### config.mk
export PLATFORM = sky130hd
export DESIGN_NAME = gapped_copy_dma
export DESIGN_NICKNAME = d
export VERILOG_FILES = /design/src/rtl/gtc_pkg.sv /design/src/rtl/gtc_cfg_regs.sv /design/src/rtl/gtc_walker.sv /design/src/rtl/gtc_ctrl.sv /design/src/rtl/gapped_copy_dma.sv
export SDC_FILE = /design/constraint.sdc
export NUM_CORES = 1
export LEC_CHECK = 0
export BUFFER_PORTS_ARGS = -buffer_cell sky130_fd_sc_hd__buf_2
export CORE_MARGIN = 5
export CORE_UTILIZATION = 56
export DETAILED_ROUTE_END_ITERATION = 8
export HOLD_SLACK_MARGIN = 0.03
export MAX_ROUTING_LAYER = met4
export PLACE_DENSITY = 0.88
export SETUP_SLACK_MARGIN = 0.15
export SYNTH_ARGS = -nofsm -noshare
export SYNTH_HDL_FRONTEND = slang
export SYNTH_SLANG_ARGS = --single-unit
### constraint.sdc
create_clock -name clk -period 4.2 [get_ports clk]
set_input_delay 0.42 -clock clk [delete_from_list [all_inputs] [get_ports clk]]
set_output_delay 0.42 -clock clk [all_outputs]
set_load 0.03 [all_outputs]
### src/rtl/gtc_pkg.sv
`timescale 1ns/1ps
package gtc_pkg;

    typedef enum logic [1:0] {
        ST_IDLE   = 2'd0,
        ST_READ   = 2'd1,
        ST_WRITE  = 2'd2,
        ST_FINISH = 2'd3
    } gtc_state_e;

    localparam int unsigned REG_SRC_ADDR  = 0;
    localparam int unsigned REG_DST_ADDR  = 1;
    localparam int unsigned REG_TOTAL     = 2;
    localparam int unsigned REG_SRC_SHAPE = 3;
    localparam int unsigned REG_DST_SHAPE = 4;
    localparam int unsigned REG_MODE      = 5;
    localparam int unsigned REG_LAUNCH    = 6;
    localparam int unsigned NUM_STORED    = 6;

    localparam int unsigned MODE_COPY_BIT = 3;

endpackage

### src/rtl/gtc_cfg_regs.sv
`timescale 1ns/1ps
module gtc_cfg_regs
    import gtc_pkg::*;
#(
    parameter int unsigned REG_W  = 32,
    parameter int unsigned CFG_AW = 3
) (
    input  logic              clk,
    input  logic              rst_n,
    input  logic              cfg_we,
    input  logic [CFG_AW-1:0] cfg_addr,
    input  logic [REG_W-1:0]  cfg_wdata,
    output logic [REG_W-1:0]  src_addr_raw,
    output logic [REG_W-1:0]  dst_addr_raw,
    output logic [REG_W-1:0]  total_size,
    output logic [REG_W-1:0]  src_shape,
    output logic [REG_W-1:0]  dst_shape,
    output logic [REG_W-1:0]  mode_word,
    output logic              launch
);

    logic [NUM_STORED-1:0][REG_W-1:0] regs_q;

    always_ff @(posedge clk) begin
        if (!rst_n) begin
            regs_q <= '0;
        end else begin
            for (int i = 0; i < NUM_STORED; i++) begin
                if (cfg_we && (cfg_addr == CFG_AW'(i))) begin
                    regs_q[i] <= cfg_wdata;
                end
            end
        end
    end

    assign launch       = cfg_we && (cfg_addr == CFG_AW'(REG_LAUNCH));
    assign src_addr_raw = regs_q[REG_SRC_ADDR];
    assign dst_addr_raw = regs_q[REG_DST_ADDR];
    assign total_size   = regs_q[REG_TOTAL];
    assign src_shape    = regs_q[REG_SRC_SHAPE];
    assign dst_shape    = regs_q[REG_DST_SHAPE];
    assign mode_word    = regs_q[REG_MODE];

endmodule

### src/rtl/gtc_walker.sv
`timescale 1ns/1ps
module gtc_walker #(
    parameter int unsigned ADDR_W     = 32,
    parameter int unsigned FIELD_W    = 16,
    parameter int unsigned GRAN_SHIFT = 4
) (
    input  logic               clk,
    input  logic               rst_n,
    input  logic               load,
    input  logic [ADDR_W-1:0]  base,
    input  logic [FIELD_W-1:0] width,
    input  logic [FIELD_W-1:0] gap,
    input  logic               step,
    output logic [ADDR_W-1:0]  addr
);

    localparam logic [ADDR_W-1:0]  GRAN_INC = ADDR_W'(1) << GRAN_SHIFT;
    localparam logic [FIELD_W-1:0] CNT_ONE  = FIELD_W'(1);

    logic [ADDR_W-1:0]  addr_q;
    logic [FIELD_W-1:0] width_q;
    logic [FIELD_W-1:0] gap_q;
    logic [FIELD_W-1:0] run_q;
    logic               run_last;
    logic [ADDR_W-1:0]  skip_bytes;

    assign run_last   = ((run_q + CNT_ONE) == width_q);
    assign skip_bytes = ADDR_W'(gap_q) << GRAN_SHIFT;

    always_ff @(posedge clk) begin
        if (!rst_n) begin
            addr_q  <= '0;
            width_q <= '0;
            gap_q   <= '0;
            run_q   <= '0;
        end else if (load) begin
            addr_q  <= base;
            width_q <= width;
            gap_q   <= gap;
            run_q   <= '0;
        end else if (step) begin
            if (run_last) begin
                addr_q <= addr_q + GRAN_INC + skip_bytes;
                run_q  <= '0;
            end else begin
                addr_q <= addr_q + GRAN_INC;
                run_q  <= run_q + CNT_ONE;
            end
        end
    end

    assign addr = addr_q;

endmodule

### src/rtl/gtc_ctrl.sv
`timescale 1ns/1ps
module gtc_ctrl
    import gtc_pkg::*;
#(
    parameter int unsigned CNT_W = 28
) (
    input  logic             clk,
    input  logic             rst_n,
    input  logic             launch,
    input  logic             copy_mode,
    input  logic             shape_bad,
    input  logic [CNT_W-1:0] gran_total,
    output logic             load,
    output logic             rd_en,
    output logic             wr_en,
    output logic             busy,
    output logic             done,
    output logic             err,
    output logic             done_pulse
);

    localparam logic [CNT_W-1:0] CNT_ONE = CNT_W'(1);

    gtc_state_e       state_q, state_d;
    logic [CNT_W-1:0] rem_q;
    logic             done_q, err_q;
    logic             launch_idle, accept, reject, last_beat;

    assign launch_idle = launch && (state_q == ST_IDLE) && copy_mode;
    assign accept      = launch_idle && !shape_bad;
    assign reject      = launch_idle && shape_bad;
    assign last_beat   = (rem_q == CNT_ONE);

    always_comb begin
        state_d = state_q;
        unique case (state_q)
            ST_IDLE:   if (accept) state_d = (gran_total == '0) ? ST_FINISH : ST_READ;
            ST_READ:   state_d = ST_WRITE;
            ST_WRITE:  state_d = last_beat ? ST_FINISH : ST_READ;
            ST_FINISH: state_d = ST_IDLE;
            default:   state_d = ST_IDLE;
        endcase
    end

    always_ff @(posedge clk) begin
        if (!rst_n) state_q <= ST_IDLE;
        else        state_q <= state_d;
    end

    always_ff @(posedge clk) begin
        if (!rst_n) begin
            rem_q  <= '0;
            done_q <= 1'b0;
            err_q  <= 1'b0;
        end else begin
            if (accept)                  rem_q <= gran_total;
            else if (state_q == ST_WRITE) rem_q <= rem_q - CNT_ONE;

            if (accept)                    done_q <= 1'b0;
            else if (state_q == ST_FINISH) done_q <= 1'b1;

            if (accept)      err_q <= 1'b0;
            else if (reject) err_q <= 1'b1;
        end
    end

    always_comb begin
        load       = accept;
        rd_en      = 1'b0;
        wr_en      = 1'b0;
        done_pulse = 1'b0;
        busy       = 1'b1;
        unique case (state_q)
            ST_IDLE:   busy       = 1'b0;
            ST_READ:   rd_en      = 1'b1;
            ST_WRITE:  wr_en      = 1'b1;
            ST_FINISH: done_pulse = 1'b1;
            default:   busy       = 1'b0;
        endcase
    end

    assign done = done_q;
    assign err  = err_q;

endmodule

### src/rtl/gapped_copy_dma.sv
`timescale 1ns/1ps
module gapped_copy_dma
    import gtc_pkg::*;
#(
    parameter int unsigned ADDR_W     = 32,
    parameter int unsigned REG_W      = 32,
    parameter int unsigned FIELD_W    = 16,
    parameter int unsigned GRAN_BYTES = 16,
    parameter int unsigned ADDR_SCALE = 8,
    parameter int unsigned CFG_AW     = 3
) (
    input  logic                    clk,
    input  logic                    rst_n,
    input  logic                    cfg_we,
    input  logic [CFG_AW-1:0]       cfg_addr,
    input  logic [REG_W-1:0]        cfg_wdata,
    output logic                    rd_en,
    output logic [ADDR_W-1:0]       rd_addr,
    input  logic [GRAN_BYTES*8-1:0] rd_data,
    output logic                    wr_en,
    output logic [ADDR_W-1:0]       wr_addr,
    output logic [GRAN_BYTES*8-1:0] wr_data,
    output logic                    busy,
    output logic                    done,
    output logic                    err,
    output logic                    done_pulse
);

    localparam int unsigned GRAN_SHIFT  = $clog2(GRAN_BYTES);
    localparam int unsigned SCALE_SHIFT = $clog2(ADDR_SCALE);
    localparam int unsigned CNT_W       = REG_W - GRAN_SHIFT;
    localparam int unsigned NUM_SIDES   = 2;

    logic [REG_W-1:0] src_raw, dst_raw, total_q, src_shape_q, dst_shape_q, mode_q;
    logic             launch, load;

    gtc_cfg_regs #(.REG_W(REG_W), .CFG_AW(CFG_AW)) u_regs (
        .clk          (clk),
        .rst_n        (rst_n),
        .cfg_we       (cfg_we),
        .cfg_addr     (cfg_addr),
        .cfg_wdata    (cfg_wdata),
        .src_addr_raw (src_raw),
        .dst_addr_raw (dst_raw),
        .total_size   (total_q),
        .src_shape    (src_shape_q),
        .dst_shape    (dst_shape_q),
        .mode_word    (mode_q),
        .launch       (launch)
    );

    logic [NUM_SIDES-1:0][REG_W-1:0]   side_raw, side_shape;
    logic [NUM_SIDES-1:0][ADDR_W-1:0]  side_base, side_addr;
    logic [NUM_SIDES-1:0][FIELD_W-1:0] side_width, side_gap;
    logic [NUM_SIDES-1:0]              side_step;

    assign side_raw[0]   = src_raw;
    assign side_raw[1]   = dst_raw;
    assign side_shape[0] = src_shape_q;
    assign side_shape[1] = dst_shape_q;
    assign side_step[0]  = rd_en;
    assign side_step[1]  = wr_en;

    for (genvar s = 0; s < NUM_SIDES; s++) begin : g_side
        assign side_base[s]  = ADDR_W'({side_raw[s], {SCALE_SHIFT{1'b0}}});
        assign side_width[s] = side_shape[s][FIELD_W-1:0];
        assign side_gap[s]   = side_shape[s][2*FIELD_W-1:FIELD_W];

        gtc_walker #(
            .ADDR_W    (ADDR_W),
            .FIELD_W   (FIELD_W),
            .GRAN_SHIFT(GRAN_SHIFT)
        ) u_walker (
            .clk   (clk),
            .rst_n (rst_n),
            .load  (load),
            .base  (side_base[s]),
            .width (side_width[s]),
            .gap   (side_gap[s]),
            .step  (side_step[s]),
            .addr  (side_addr[s])
        );
    end

    logic             shape_bad;
    logic [CNT_W-1:0] gran_total;
    logic             unused_bits;

    assign shape_bad   = (side_width[0] == '0) || (side_width[1] == '0);
    assign gran_total  = total_q[REG_W-1:GRAN_SHIFT];
    assign unused_bits = ^{mode_q, total_q[GRAN_SHIFT-1:0], src_shape_q, dst_shape_q};

    gtc_ctrl #(.CNT_W(CNT_W)) u_ctrl (
        .clk        (clk),
        .rst_n      (rst_n),
        .launch     (launch),
        .copy_mode  (mode_q[MODE_COPY_BIT]),
        .shape_bad  (shape_bad),
        .gran_total (gran_total),
        .load       (load),
        .rd_en      (rd_en),
        .wr_en      (wr_en),
        .busy       (busy),
        .done       (done),
        .err        (err),
        .done_pulse (done_pulse)
    );

    assign rd_addr = side_addr[0];
    assign wr_addr = side_addr[1];
    assign wr_data = rd_data;

endmodule

# Yosys cells after proc, flatten, opt, wreduce, memory -nomap -nowiden
# Cells that the tools add are included.
[classes]
n_eq_ne = 13
bitwise_logic = 1
n_reduce_logical = 22
mux = 18
n_addsub = 7
[op_table]
columns = ["op", "count"]
rows = [
  ["$mux W32", 6],
  ["$add A32 B20 Y32", 2],
  ["$add A32 B5 Y32 const B", 2],
  ["$mux W28", 2],
  ["$add A16 B1 Y16 const B", 2],
  ["$eq A16 B16 Y1", 2],
  ["$logic_not A16 Y1", 2],
  ["$mux W16", 2],
  ["$eq A28 B1 Y1 const B", 1],
  ["$logic_not A28 Y1", 1],
  ["$sub A28 B1 Y28 const B", 1],
  ["$logic_and A1 B1 Y1", 11],
  ["$eq A3 B3 Y1 const B", 3],
  ["$pmux W2 S4", 1],
  ["$eq A3 B2 Y1 const B", 2],
  ["$mux W2", 3],
  ["$reduce_bool A2 Y1", 3],
  ["$eq A2 B2 Y1 const B", 2],
  ["$mux W1", 4],
  ["$eq A3 B1 Y1 const B", 1],
  ["$logic_not A3 Y1", 1],
  ["$eq A2 B1 Y1 const B", 1],
  ["$logic_not A2 Y1", 1],
  ["$ne A2 B2 Y1 const B", 1],
  ["4 further kinds", 4],
]
[totals]
out_inout_bits = 198
ff_bits = 350
in_bits = 166

# Logic depth before layout (Yosys ltp)
# Gate-level depths: netlist (run 1).
[depth]
ltp_word = 7
mapped_depth = 15
ltp_nobuf = 15

# Hierarchy
# A second synthesis (run 1) with hierarchy kept.
[unflattened]
hier_cells = 2489
hier_area_um2 = 21500.6
[modules_own_cells]
columns = ["mod", "cells_each", "area_per_inst_um2", "n_inst", "seq_area_each_um2"]
rows = [
  ["gtc_cfg_regs", 662, 6931.6, 1, 3843.7],
  ["gtc_walker at g_side[0].u_walker", 737, 5826.8, 1, 1601.5],
  ["gtc_walker at g_side[1].u_walker", 709, 5791.8, 1, 1601.5],
  ["gtc_ctrl", 241, 1913.1, 1, 640.6],
  ["gapped_copy_dma", 140, 1037.2, 1, 0.0],
]

# Worst setup path after synthesis (run 1)
# No wires, ideal clock.
[synth_path]
path_kind = "flip-flop to flip-flop"
start = "register g_side[1].u_walker.addr_q[4]"
end = "register g_side[1].u_walker.addr_q[21]"
setup_ns = 0.127
path_stages_with_launch = 16
setup_slack_ns = 0.367
t_arrival_ns = 3.705
required_ns = 4.073
path_cell_list = "dfxtp_1 > ha_1 > and4_1 > and3_1 > clkbuf_1 > nand3_1 > xnor2_1 > ha_1 > o211a_1 > a211oi_1 > a31oi_1 > a21oi_1 > nor3_1 > o211a_1 > o21ai_0 > or3b_1"
[synth_via]
elab_chain_cells = 5
[synth_rtl]
columns = ["item", "line_no", "text"]
rows = [
  ["from (decl)", "gtc_walker.sv:20", "logic [ADDR_W-1:0] addr_q;"],
  ["from (signal assigned)", "gtc_walker.sv:37", "addr_q <= base;"],
  ["from (signal assigned)", "gtc_walker.sv:43", "addr_q <= addr_q + GRAN_INC + skip_bytes;"],
  ["from (signal assigned)", "gtc_walker.sv:46", "addr_q <= addr_q + GRAN_INC;"],
  ["$add A32 B5 Y32 *", "gtc_walker.sv:43, gtc_walker.sv:46", ""],
  ["$add A32 B20 Y32", "gtc_walker.sv:43", ""],
  ["$mux W32 *", "gtc_walker.sv:42", "if (run_last) begin"],
  ["$mux W32 *", "gtc_walker.sv:41", "end else if (step) begin"],
  ["$mux W32 *", "gtc_walker.sv:36", "end else if (load) begin"],
]
# Mark *: on every way between the ends. The rest lies on a longest branch, timed or not. The select of a mux whose other input is x is not followed.
# A chain may end at the register's enable or synchronous reset.

# Worst setup path in the final report (run 1)
[layout_path]
start = "register g_side[1].u_walker.addr_q[5]"
end = "register g_side[1].u_walker.addr_q[28]"
# The elaborated chain is that of the path after synthesis.

==> impl_metrics.py, run 1 <==
metrics = {
    "logic_synthesis": {
        "synth_top_area_cell": "dfxtp_1",
        "synth_edf_count": 0,
        "async_reset_ff_frac": 0,
        "syn-cell-area_um2": 18450,
        "synth_top_area_frac": 0.3657,
        "ys.warnings.count": 0,
        "yosys_register_bits": 337,
        "dominantRegCellSynth": "dfxtp_1",
        "synth_cells": 2418,
        "syn_area_per_cell_um2": 7.629,
        "ys_seq_area_frac": 0.3657,
        "synth_area_leaders": "dfxtp_1 37%, nand2_1 11%, a21oi_1 8.9%",
        "synth_cell_types": 83,
    },
    "finish": {
        "nets": 2534,
        "area_growth_pct": 6.070,
        "drive_gt1_frac": 0.09723,
        "final_common_cell": "nand2_1",
        "mostFrequentLayoutCells": "560 x nand2_1, 336 x dfxtp_1, 328 x a21oi_1",
        "fin_util": 0.6014,
    },
    "global_routing": {
        "grt_pass1_vias": 16450,
        "grt_pass1_wl_um": 86860,
        "grt_overflow": 0,
        "grt_max_degree": 144,
        "antenna_found_initial": 2,
        "grt_usage": 0.3008,
    },
    "clock_network": {
        "cts.htree.levels": 2,
        "cts_buffers": 36,
        "post-cts-setup-buffer-count": 0,
        "ctsHoldBuffers": 0,
        "clock-root-buffer": "clkbuf_16",
        "clockBufferDepth": 3,
        "cts_resized": 0,
        "path_clk_slew_ns": 0.07,
        "cts_tree": "built",
        "clkSinkCount": 337,
        "clk_latency_ns": 0.53,
    },
    "power_and_ir_drop": {
        "power_leakage_nw": 7.195,
        "p_per_area_nw_per_um2": 352.9,
        "p_total_w": 0.006906,
        "pwr-share-clk": 0.495,
        "p_sw_w": 0.001545,
        "p_int_w": 0.005361,
        "pwr-share-seq": 0.471,
        "netSwitchingFraction": 0.2237,
        "combinationalPowerShare": 0.034,
        "vdd_drop_max_uv": 304.8,
    },
    "critical_path": {
        "path_max_fanout": 6,
        "crit_arrival_ns": 4.32,
        "worstSetupPathType": "reg -> reg",
        "crit_path_end_kind": "flip-flop",
        "crit_start": "g_side[1].u_walker.addr[5]",
        "reg2reg_from": "g_side[1].u_walker.addr[5]",
        "startpoint_type": "flip-flop",
        "crit_required_ns": 4.61,
    },
    "placed_design": {
        "globalplace.congestion": 0.9699,
        "port_buffers": 101,
        "detailed_place_hpwl_um": 38140,
        "dpl_worst_slack_ns": 0.3196,
    },
    "outcome": {
        "status": "finished, final reports clean",
    },
    "run": {
        "maxCapViolCount": 0,
    },
    "sta": {
        "slew_viol_final": 0,
        "hold_viol_final": 0,
        "fin_skew_ns": 0.01508,
        "setup_viol": 0,
        "fin_crit_ns": 3.910,
        "rsz0062_at_grt": "false",
        "hold_ws_ns": 0.1774,
        "tns_ns": 0,
        "worstMarginPinSlew_ns": 1.241,
        "max-slew-margin-rel": 0.1726,
        "fmax_ghz": 0.2558,
        "setup_slack_ns": 0.2905,
        "period_share": 0.9308,
    },
    "floorplan": {
        "die-area_um2": 36670,
        "design.core.area_um2": 32540,
        "die_w_um": 191.5,
        "die_height_um": 191.5,
        "rows": 66,
        "initial_utilization": 0.5670,
        "boundaryPins": 364,
    },
    "route": {
        "finalWirelength_um": 55430,
        "ant_nets": 0,
        "drc": 0,
        "vias_per_cell": 6.288,
        "wire_per_inst_um": 19.87,
        "firstDrtPassIters": 6,
        "first_iter_violations": 2040,
        "vias": 17540,
    },
    "worst_hold_path": {
        "hold_start": "cfg_wdata[30]",
        "hold_path.class": "in -> reg",
    },
}
-- metal layers --
layer	wire length, um	vias to the layer above	part of all wire	GRT usage
met5	0	-	0	-
met4	2666	0	0.048	0.1323
met3	5890	228	0.11	0.05844
met2	25080	994	0.45	0.4652
met1	21800	8194	0.39	0.3844
li1	-	8122	-	-
-- critical path, stage by stage (launching register included) --
cell and delay, ns:
dfxtp_1 0.43, ha_1 0.24, nand3_1 0.10, xnor2_1 0.29, ha_1 0.37, a21o_1 0.19
a221oi_1 0.41, a21oi_1 0.23, a221oi_1 0.54, o21a_1 0.37, o22ai_1 0.14, a32o_1 0.28
a32o_1 0.19
-- logic make-up (layout without fill, tap and decap cells) --
family | after synthesis | count (layout) | synth area share
XOR/XNOR | 124 | 124 | 0.05887
flip-flops | 337 | 337 | 0.3657
AND/OR/NAND/NOR | 1004 | 1004 | 0.2492
other | 1 | 8 | 0.0002033
buffers and inverters | 299 | 221 | 0.08946
adder cells (fa/ha/maj) | 50 | 50 | 0.03473
AO/OA/AOI/OAI | 590 | 590 | 0.1945
multiplexers | 13 | 13 | 0.007325
-- cell usage after synthesis (all sizes together) (16+ instances only) --
cell and n:
nand2 560, dfxtp 337, a21oi 329, buf 162, nor2 128, clkbuf 113
xnor2 79, nand3 63, o21ai 55, ha 48, xor2 45, a22oi 38
nor3 38, nor4 38, nand4 34, and3 27, o211ai 25, inv 23
a221oi 18, and2 18, a21o 16, nand2b 16
-- final cells by class --
class                           count  area, um2
Multi-Input combinational cell   1787      10130
Tap cell                          442      553.0
Fill cell                        2876      12970
Inverter                           24      97.59
Clock buffer                       49       1021
Antenna cell                        2      5.005
Sequential cell                   337       6748
Clock inverter                     16      249.0
Timing Repair Buffer              132      763.2
-- state kept, by name (all words and copies together) (netlist names) --
signal                   cells
u_ctrl.err                   1
u_regs.total_size           28
u_regs.dst_addr_raw         29
g_side.u_walker.width_q     32
g_side.u_walker.gap_q       32
g_side.u_walker.run_q       32
u_ctrl.done                  1
u_regs.dst_shape            32
u_regs.src_shape            32
g_side.u_walker.addr        58
u_ctrl.state_q               2
u_ctrl.rem_q                28
u_regs.src_addr_raw         29
u_regs.mode_word             1
-- power by group through the flow --
stage          Clock, W  Combinational [W]  Sequential (W)
6_report        0.00342           0.000238         0.00325
5_1_grt         0.00356           0.000250         0.00325
3_5_place_dp          0           0.000228         0.00332
2_1_floorplan         0           0.000355         0.00331
4_1_cts         0.00343           0.000229         0.00325
3_3_place_gp          0           0.000223         0.00332
-- path summary, 6_finish.rpt --
check                                                    end  slack, ns  depth (start not counted)
worst min register to register  g_side[0].u_walker.gap_q[11]       0.45                          2
worst max register to register   g_side[1].u_walker.addr[28]       0.29                         12
worst min-delay path                   u_regs.total_size[30]       0.18                          3
worst max-delay path             g_side[1].u_walker.addr[28]       0.29                         12
-- per-stage QoR --
stage	area, um2	instances
after detailed placement	18270	2722
after global routing	19570	2789
after floorplan	18470	2423
after CTS	19540	2787
final	19570	2789
after global placement	18270	2722
Note: power is estimated with default switching activity, not from simulation.
==> run 2, diff against run 1 <==
--- a/config.mk
+++ b/config.mk
@@ -12,6 +12,7 @@
 export HOLD_SLACK_MARGIN = 0.03
 export MAX_ROUTING_LAYER = met4
 export PLACE_DENSITY = 0.88
+export RECOVER_POWER = 50
 export SETUP_SLACK_MARGIN = 0.15
 export SYNTH_ARGS = -nofsm -noshare
 export SYNTH_HDL_FRONTEND = slang
==> run 2 against run 1 <==
Against the previous run: the flow now finishes with violations (capacitance limit, slew limit); clock skew grew 0.0092 ns; core utilization down 0.25 points; first-iteration DRC count rose by 0.74%; cell area down 0.42%; flip-flop and latch count is the same; count of clock-buffer cells in the layout unchanged; register-to-register slack about the same; sequential share of layout area grew 0.14 points.
==> impl_metrics.py, run 2 (synthesis results as in run 1) <==
metrics = {
    "finish": {
        "drive_gt1_frac": 0.07036,
        "area_growth_pct": 5.629,
        "largest_reg_flops": 58,
        "fin_area_um2": 19490,
        "mostFrequentLayoutCells": "560 x nand2_1, 336 x dfxtp_1, 328 x a21oi_1",
        "filler_cell_count": 2909,
        "finalNonFillerCells": 2789,
        "final_common_cell": "nand2_1",
        "nets": 2534,
    },
    "critical_path": {
        "crit_required_ns": 4.61,
        "worstSetupPathType": "reg -> reg",
        "cpPeakStageDelay_ns": 0.54,
        "crit_chain": "ha_1 > nand3_1 > xnor2_1 > ha_1 > a21o_1 > a221oi_1 > a21oi_1 > a221oi_1 > o21a_1 > o22ai_1 > a32o_1 > a32o_1",
        "crit_path_end_kind": "flip-flop",
        "worst_path_max_delay_cell": "a221oi_1",
        "startpoint_type": "flip-flop",
        "crit_arrival_ns": 4.31,
        "crit_family": "compound AO/OA/AOI/OAI gates",
        "rrSetupSlack_ns": 0.30,
        "path_buf_inv": 0,
        "path_max_fanout": 6,
    },
    "floorplan": {
        "die-area_um2": 36670,
        "initial_utilization": 0.5670,
        "rows": 66,
        "die_w_um": 191.5,
        "die_height_um": 191.5,
        "boundaryPins": 364,
        "design.core.area_um2": 32540,
    },
    "global_routing": {
        "grt_overflow": 0,
        "grt_pass1_vias": 16450,
        "grt_max_degree": 144,
        "grt_pass1_wl_um": 86860,
        "antenna_found_initial": 2,
        "grt_usage": 0.3008,
    },
    "route": {
        "finalWirelength_um": 55480,
        "highest_layer": "met4",
        "dr_wl_met2_um": 24970,
        "dr_wl_met3_um": 5862,
        "wire_per_inst_um": 19.89,
        "vias": 17510,
        "first_iter_violations": 2055,
        "firstDrtPassIters": 6,
        "wl_met1_um": 21880,
        "ant_nets": 0,
        "drc": 0,
        "vias_per_cell": 6.278,
    },
    "placed_design": {
        "globalplace.congestion": 0.9699,
        "dp.cells": 2722,
        "port_buffers": 101,
        "detailed_place_hpwl_um": 38140,
        "placed_area_um2": 18270,
    },
    "sta": {
        "period_share": 0.9283,
        "slew_viol_final": 49,
        "tns_ns": 0,
        "fin_crit_ns": 3.899,
        "fin_skew_ns": 0.02433,
        "worstMarginPinSlew_ns": 2.162,
        "setup_viol": 0,
        "hold_viol_final": 0,
        "max-slew-margin-rel": -0.4411,
        "rsz0062_at_grt": "false",
        "fmax_ghz": 0.2565,
        "hold_ws_ns": 0.1701,
    },
    "outcome": {
        "violations": "capacitance limit, slew limit",
        "status": "finished, violations left",
    },
    "power_and_ir_drop": {
        "pwr-share-clk": 0.495,
        "p_sw_w": 0.001542,
        "pwr-share-seq": 0.471,
        "power_leakage_nw": 6.919,
        "combinationalPowerShare": 0.034,
        "p_int_w": 0.005361,
        "p_per_area_nw_per_um2": 354.2,
        "netSwitchingFraction": 0.2234,
        "vdd_drop_max_uv": 315.0,
    },
    "clock_network": {
        "cts.htree.levels": 2,
        "clk_latency_ns": 0.53,
        "clock-root-buffer": "clkbuf_16",
        "clockBufferDepth": 3,
        "cts_tree": "built",
        "post-cts-setup-buffer-count": 0,
        "path_clk_slew_ns": 0.07,
        "clkSinkCount": 337,
        "cts_buffers": 36,
    },
    "worst_hold_path": {
        "hold_path.class": "in -> reg",
    },
    "run": {
        "maxCapViolCount": 1,
    },
}
run 2: cell count changes in the layout (fill, tap and decap cells not counted):
cell | previous run | this run
clkbuf_1 | 7 | 70
buf_2 | 101 | 39
buf_4 | 29 | 28
run 2: path summary, 6_finish.rpt:
kind                                                      to                  startpoint  depth (start not counted)
worst max-delay path             g_side[1].u_walker.addr[28]  g_side[1].u_walker.addr[5]                         12
worst min-delay path                   u_regs.total_size[29]               cfg_wdata[29]                          3
worst max register to register   g_side[1].u_walker.addr[28]  g_side[1].u_walker.addr[5]                         12
worst min register to register  g_side[0].u_walker.gap_q[11]        u_regs.src_shape[27]                          2
run 2: metrics by stage:
stage | utilization | setup slack [ns] | power, W
floorplan | - | 0.3674 | 0.003667
global placement | 0.5614 | 0.4444 | 0.003542
detailed placement | 0.5614 | 0.3196 | 0.003548
CTS | 0.6004 | 0.2758 | 0.006904
global route | 0.5989 | 0.1214 | 0.007063
finish | 0.5989 | 0.3010 | 0.006902
run 2: worst min-delay path, delay by kind of cell:
family	cells	cell delay, ns
buf+inv	1	0.12
simple gates	1	0.05
compound gates	1	0.05
run 2: final cells by class:
cell class                      count  area [um2]  area share
Sequential cell                   337        6748      0.3463
Multi-Input combinational cell   1787       10130      0.5199
Timing Repair Buffer              132       681.9     0.03499
Clock inverter                     16       249.0     0.01278
Inverter                           24       97.59    0.005008
Clock buffer                       49        1021     0.05240
Antenna cell                        2       5.005   0.0002568
Tap cell                          442       553.0     0.02838
run 2: per-layer routing:
metal / track usage / up-vias
met2: 0.4652 / 962
met3: 0.05844 / 227
li1: - / 8121
met1: 0.3844 / 8200
met5: - / -
met4: 0.1323 / 0
run 2: what timing repair did:
action / CTS / global route
setup endpoints to repair: 0 / 11
gates resized for setup: 0 / 7
hold buffers: 0 / 0
run 2: power by group through the flow:
stage,registers [W],clock network (W),logic (W)
2_1_floorplan,0.00331,0,0.000355
3_3_place_gp,0.00332,0,0.000223
3_5_place_dp,0.00332,0,0.000228
6_report,0.00325,0.00342,0.000237
4_1_cts,0.00325,0.00343,0.000229
5_1_grt,0.00325,0.00356,0.000249
==> run 3, diff against run 2 <==
--- a/config.mk
+++ b/config.mk
@@ -6,6 +6,7 @@
 export NUM_CORES = 1
 export LEC_CHECK = 0
 export BUFFER_PORTS_ARGS = -buffer_cell sky130_fd_sc_hd__buf_2
+export CORE_ASPECT_RATIO = 1.4
 export CORE_MARGIN = 5
 export CORE_UTILIZATION = 56
 export DETAILED_ROUTE_END_ITERATION = 8
==> run 3 against run 2 <==
Against the previous run: the flow still finishes with violations (capacitance limit, slew limit); die area is 0.14% higher; sequential power about the same; clock skew decreased by 0.0087 ns; clock power fell by 18%; via count is 1.9% lower; count of clock-buffer cells in the layout down 10; cell area fell by 1.2%; flip-flop and latch count is the same; wire length grew 6.5%; total power down 8.8%; final cell count shrank 0.29%; global-route usage rose by 1.5 points; critical path type unchanged; largest cell class unchanged.
==> impl_metrics.py, run 3 (synthesis results as in run 1) <==
metrics = {
    "sta": {
        "worstMarginPinSlew_ns": 3.126,
        "hold_viol_final": 0,
        "fin_skew_ns": 0.01566,
        "fin_crit_ns": 3.767,
        "tns_ns": 0,
        "slew_viol_final": 103,
        "setup_viol": 0,
        "max-slew-margin-rel": -1.084,
        "rsz0062_at_grt": "false",
        "hold_ws_ns": 0.1264,
        "period_share": 0.8970,
        "fmax_ghz": 0.2654,
    },
    "critical_path": {
        "cp_common_cell": "ha_1",
        "crit_family": "compound AO/OA/AOI/OAI gates",
        "crit_arrival_ns": 4.22,
        "crit_start": "g_side[1].u_walker.addr[5]",
        "crit_path_end_kind": "flip-flop",
        "cp.depth": 15,
        "path_buf_inv": 1,
        "cpPeakStageDelay_ns": 0.42,
        "worstSetupPathType": "reg -> reg",
        "crit_required_ns": 4.65,
        "reg2reg_to": "g_side[1].u_walker.addr[21]",
        "crit_chain": "ha_1 > and4_1 > nand4_1 > xnor2_1 > ha_1 > and2_1 > a221oi_1 > o21a_1 > a31oi_2 > a21oi_1 > buf_4 > nor3_1 > o211a_1 > o21ai_0 > or3b_1",
        "reg2reg_from": "g_side[1].u_walker.addr[5]",
        "rrSetupSlack_ns": 0.43,
        "rr_worst_depth": 15,
        "crit_path_end": "g_side[1].u_walker.addr[21]",
        "path_max_fanout": 8,
        "worst_path_max_delay_cell": "dfxtp_1",
        "startpoint_type": "flip-flop",
    },
    "route": {
        "vias_per_cell": 6.179,
        "ant_nets": 0,
        "vias": 17180,
        "firstDrtPassIters": 8,
        "drc": 0,
        "wire_per_inst_um": 21.25,
        "finalWirelength_um": 59090,
        "first_iter_violations": 1651,
    },
    "global_routing": {
        "grt_pass1_vias": 16230,
        "grt_overflow": 0,
        "antenna_found_initial": 2,
        "grt_pass1_wl_um": 90290,
        "grt_usage": 0.3157,
        "grt_max_degree": 96,
    },
    "floorplan": {
        "die_height_um": 224.8,
        "rows": 78,
        "initial_utilization": 0.5676,
        "die-area_um2": 36720,
        "die_w_um": 163.4,
        "boundaryPins": 364,
        "design.core.area_um2": 32500,
    },
    "clock_network": {
        "clk_latency_ns": 0.58,
        "cts_tree": "built",
        "post-cts-setup-buffer-count": 0,
        "clock-root-buffer": "clkbuf_16",
        "clockBufferDepth": 3,
        "path_clk_slew_ns": 0.07,
        "clkSinkCount": 337,
        "cts.htree.levels": 1,
        "cts_buffers": 31,
        "ctsHoldBuffers": 0,
    },
    "placed_design": {
        "port_buffers": 101,
        "detailed_place_hpwl_um": 42900,
        "globalplace.congestion": 0.9749,
    },
    "finish": {
        "drive_gt1_frac": 0.07097,
        "area_growth_pct": 4.402,
        "nets": 2536,
        "largest_reg_flops": 58,
        "final_common_cell": "nand2_1",
        "seq_area_um2": 6748,
        "multi_input_area_um2": 10150,
        "mostFrequentLayoutCells": "560 x nand2_1, 336 x dfxtp_1, 328 x a21oi_1",
        "filler_cell_count": 2909,
    },
    "worst_hold_path": {
        "hold_path.class": "in -> reg",
    },
    "outcome": {
        "status": "finished, violations left",
        "violations": "capacitance limit, slew limit",
    },
    "power_and_ir_drop": {
        "power_leakage_nw": 6.855,
        "vdd_drop_max_uv": 341.1,
        "p_per_area_nw_per_um2": 326.9,
    },
    "run": {
        "maxCapViolCount": 2,
    },
}
-- run 3: cell types whose count changed in the layout (fill, tap and decap cells not counted), moves of 2 or more --
cell / change
buf_2: +5
buf_4: +7
bufinv_16: -4
clkbuf_1: -8
clkbuf_16: -6
clkinv_2: -2
clkinv_4: +2
clkinvlp_4: +2
-- run 3: worst min-delay path by stage --
| stage | from | endpoint | slack, ns | depth (start not counted) |
|---|---|---|---|---|
| global placement | u_regs.src_shape[28] | g_side[0].u_walker.gap_q[12] | 0.44 | 2 |
| floorplan | u_regs.src_shape[16] | g_side[0].u_walker.gap_q[0] | 0.43 | 2 |
| detailed placement | u_regs.src_shape[30] | g_side[0].u_walker.gap_q[14] | 0.45 | 2 |
| finish | cfg_wdata[0] | u_regs.src_addr_raw[0] | 0.13 | 3 |
| CTS | cfg_wdata[0] | u_regs.src_addr_raw[0] | 0.11 | 3 |
| global route | cfg_wdata[0] | u_regs.src_shape[0] | 0.13 | 3 |
-- run 3: stage by stage --
step | power (W) | utilization | area [um2] | worst slack (ns) | std cells
floorplan | 0.003667 | - | 18470 | 0.3674 | 2423
global placement | 0.003538 | 0.5632 | 18300 | 0.4023 | 2727
global route | 0.006452 | 0.5926 | 19260 | 0.1200 | 2781
detailed placement | 0.003543 | 0.5632 | 18300 | 0.3698 | 2727
finish | 0.006295 | 0.5926 | 19260 | 0.4326 | 2781
CTS | 0.006307 | 0.5936 | 19290 | 0.3467 | 2779
-- run 3: repair_timing --
item                       4_1_cts  5_1_grt
setup endpoints to repair        0        9
gates resized for setup          0        7
hold endpoints to repair         0        0
-- run 3: worst min-delay path: cells and delay by family --
kind	cells	cell delay (ns)
buffers and inverters	1	0.13
and+or+nand+nor	1	0.06
AOI/OAI and AO/OA	1	0.05
-- run 3: power breakdown --
part,leakage (nW),internal (W),switching [W],total [W]
Combinational,3.67,0.0000486,0.000183,0.000231
Clock,0.470,0.00155,0.00127,0.00282
Sequential,2.72,0.00323,0.0000229,0.00325
-- run 3: layout make-up --
cell class | count | area share
inverters | 24 | 0.004807
repair buffers | 139 | 0.03768
well taps | 440 | 0.02858
multi-input cells | 1787 | 0.5270
clock buffers | 39 | 0.04392
flip-flops and latches | 337 | 0.3504
diodes | 2 | 0.0002599
clock inverters | 13 | 0.007406
-- run 3: per-layer routing --
metal | up-vias | share of wire | wire (um) | track usage
li1 | 8121 | - | - | -
met1 | 8001 | 0.35 | 20810 | 0.3512
met2 | 786 | 0.46 | 27030 | 0.4961
met3 | 275 | 0.11 | 6590 | 0.08341
met4 | 0 | 0.079 | 4661 | 0.2109
met5 | - | 0 | 0 | -
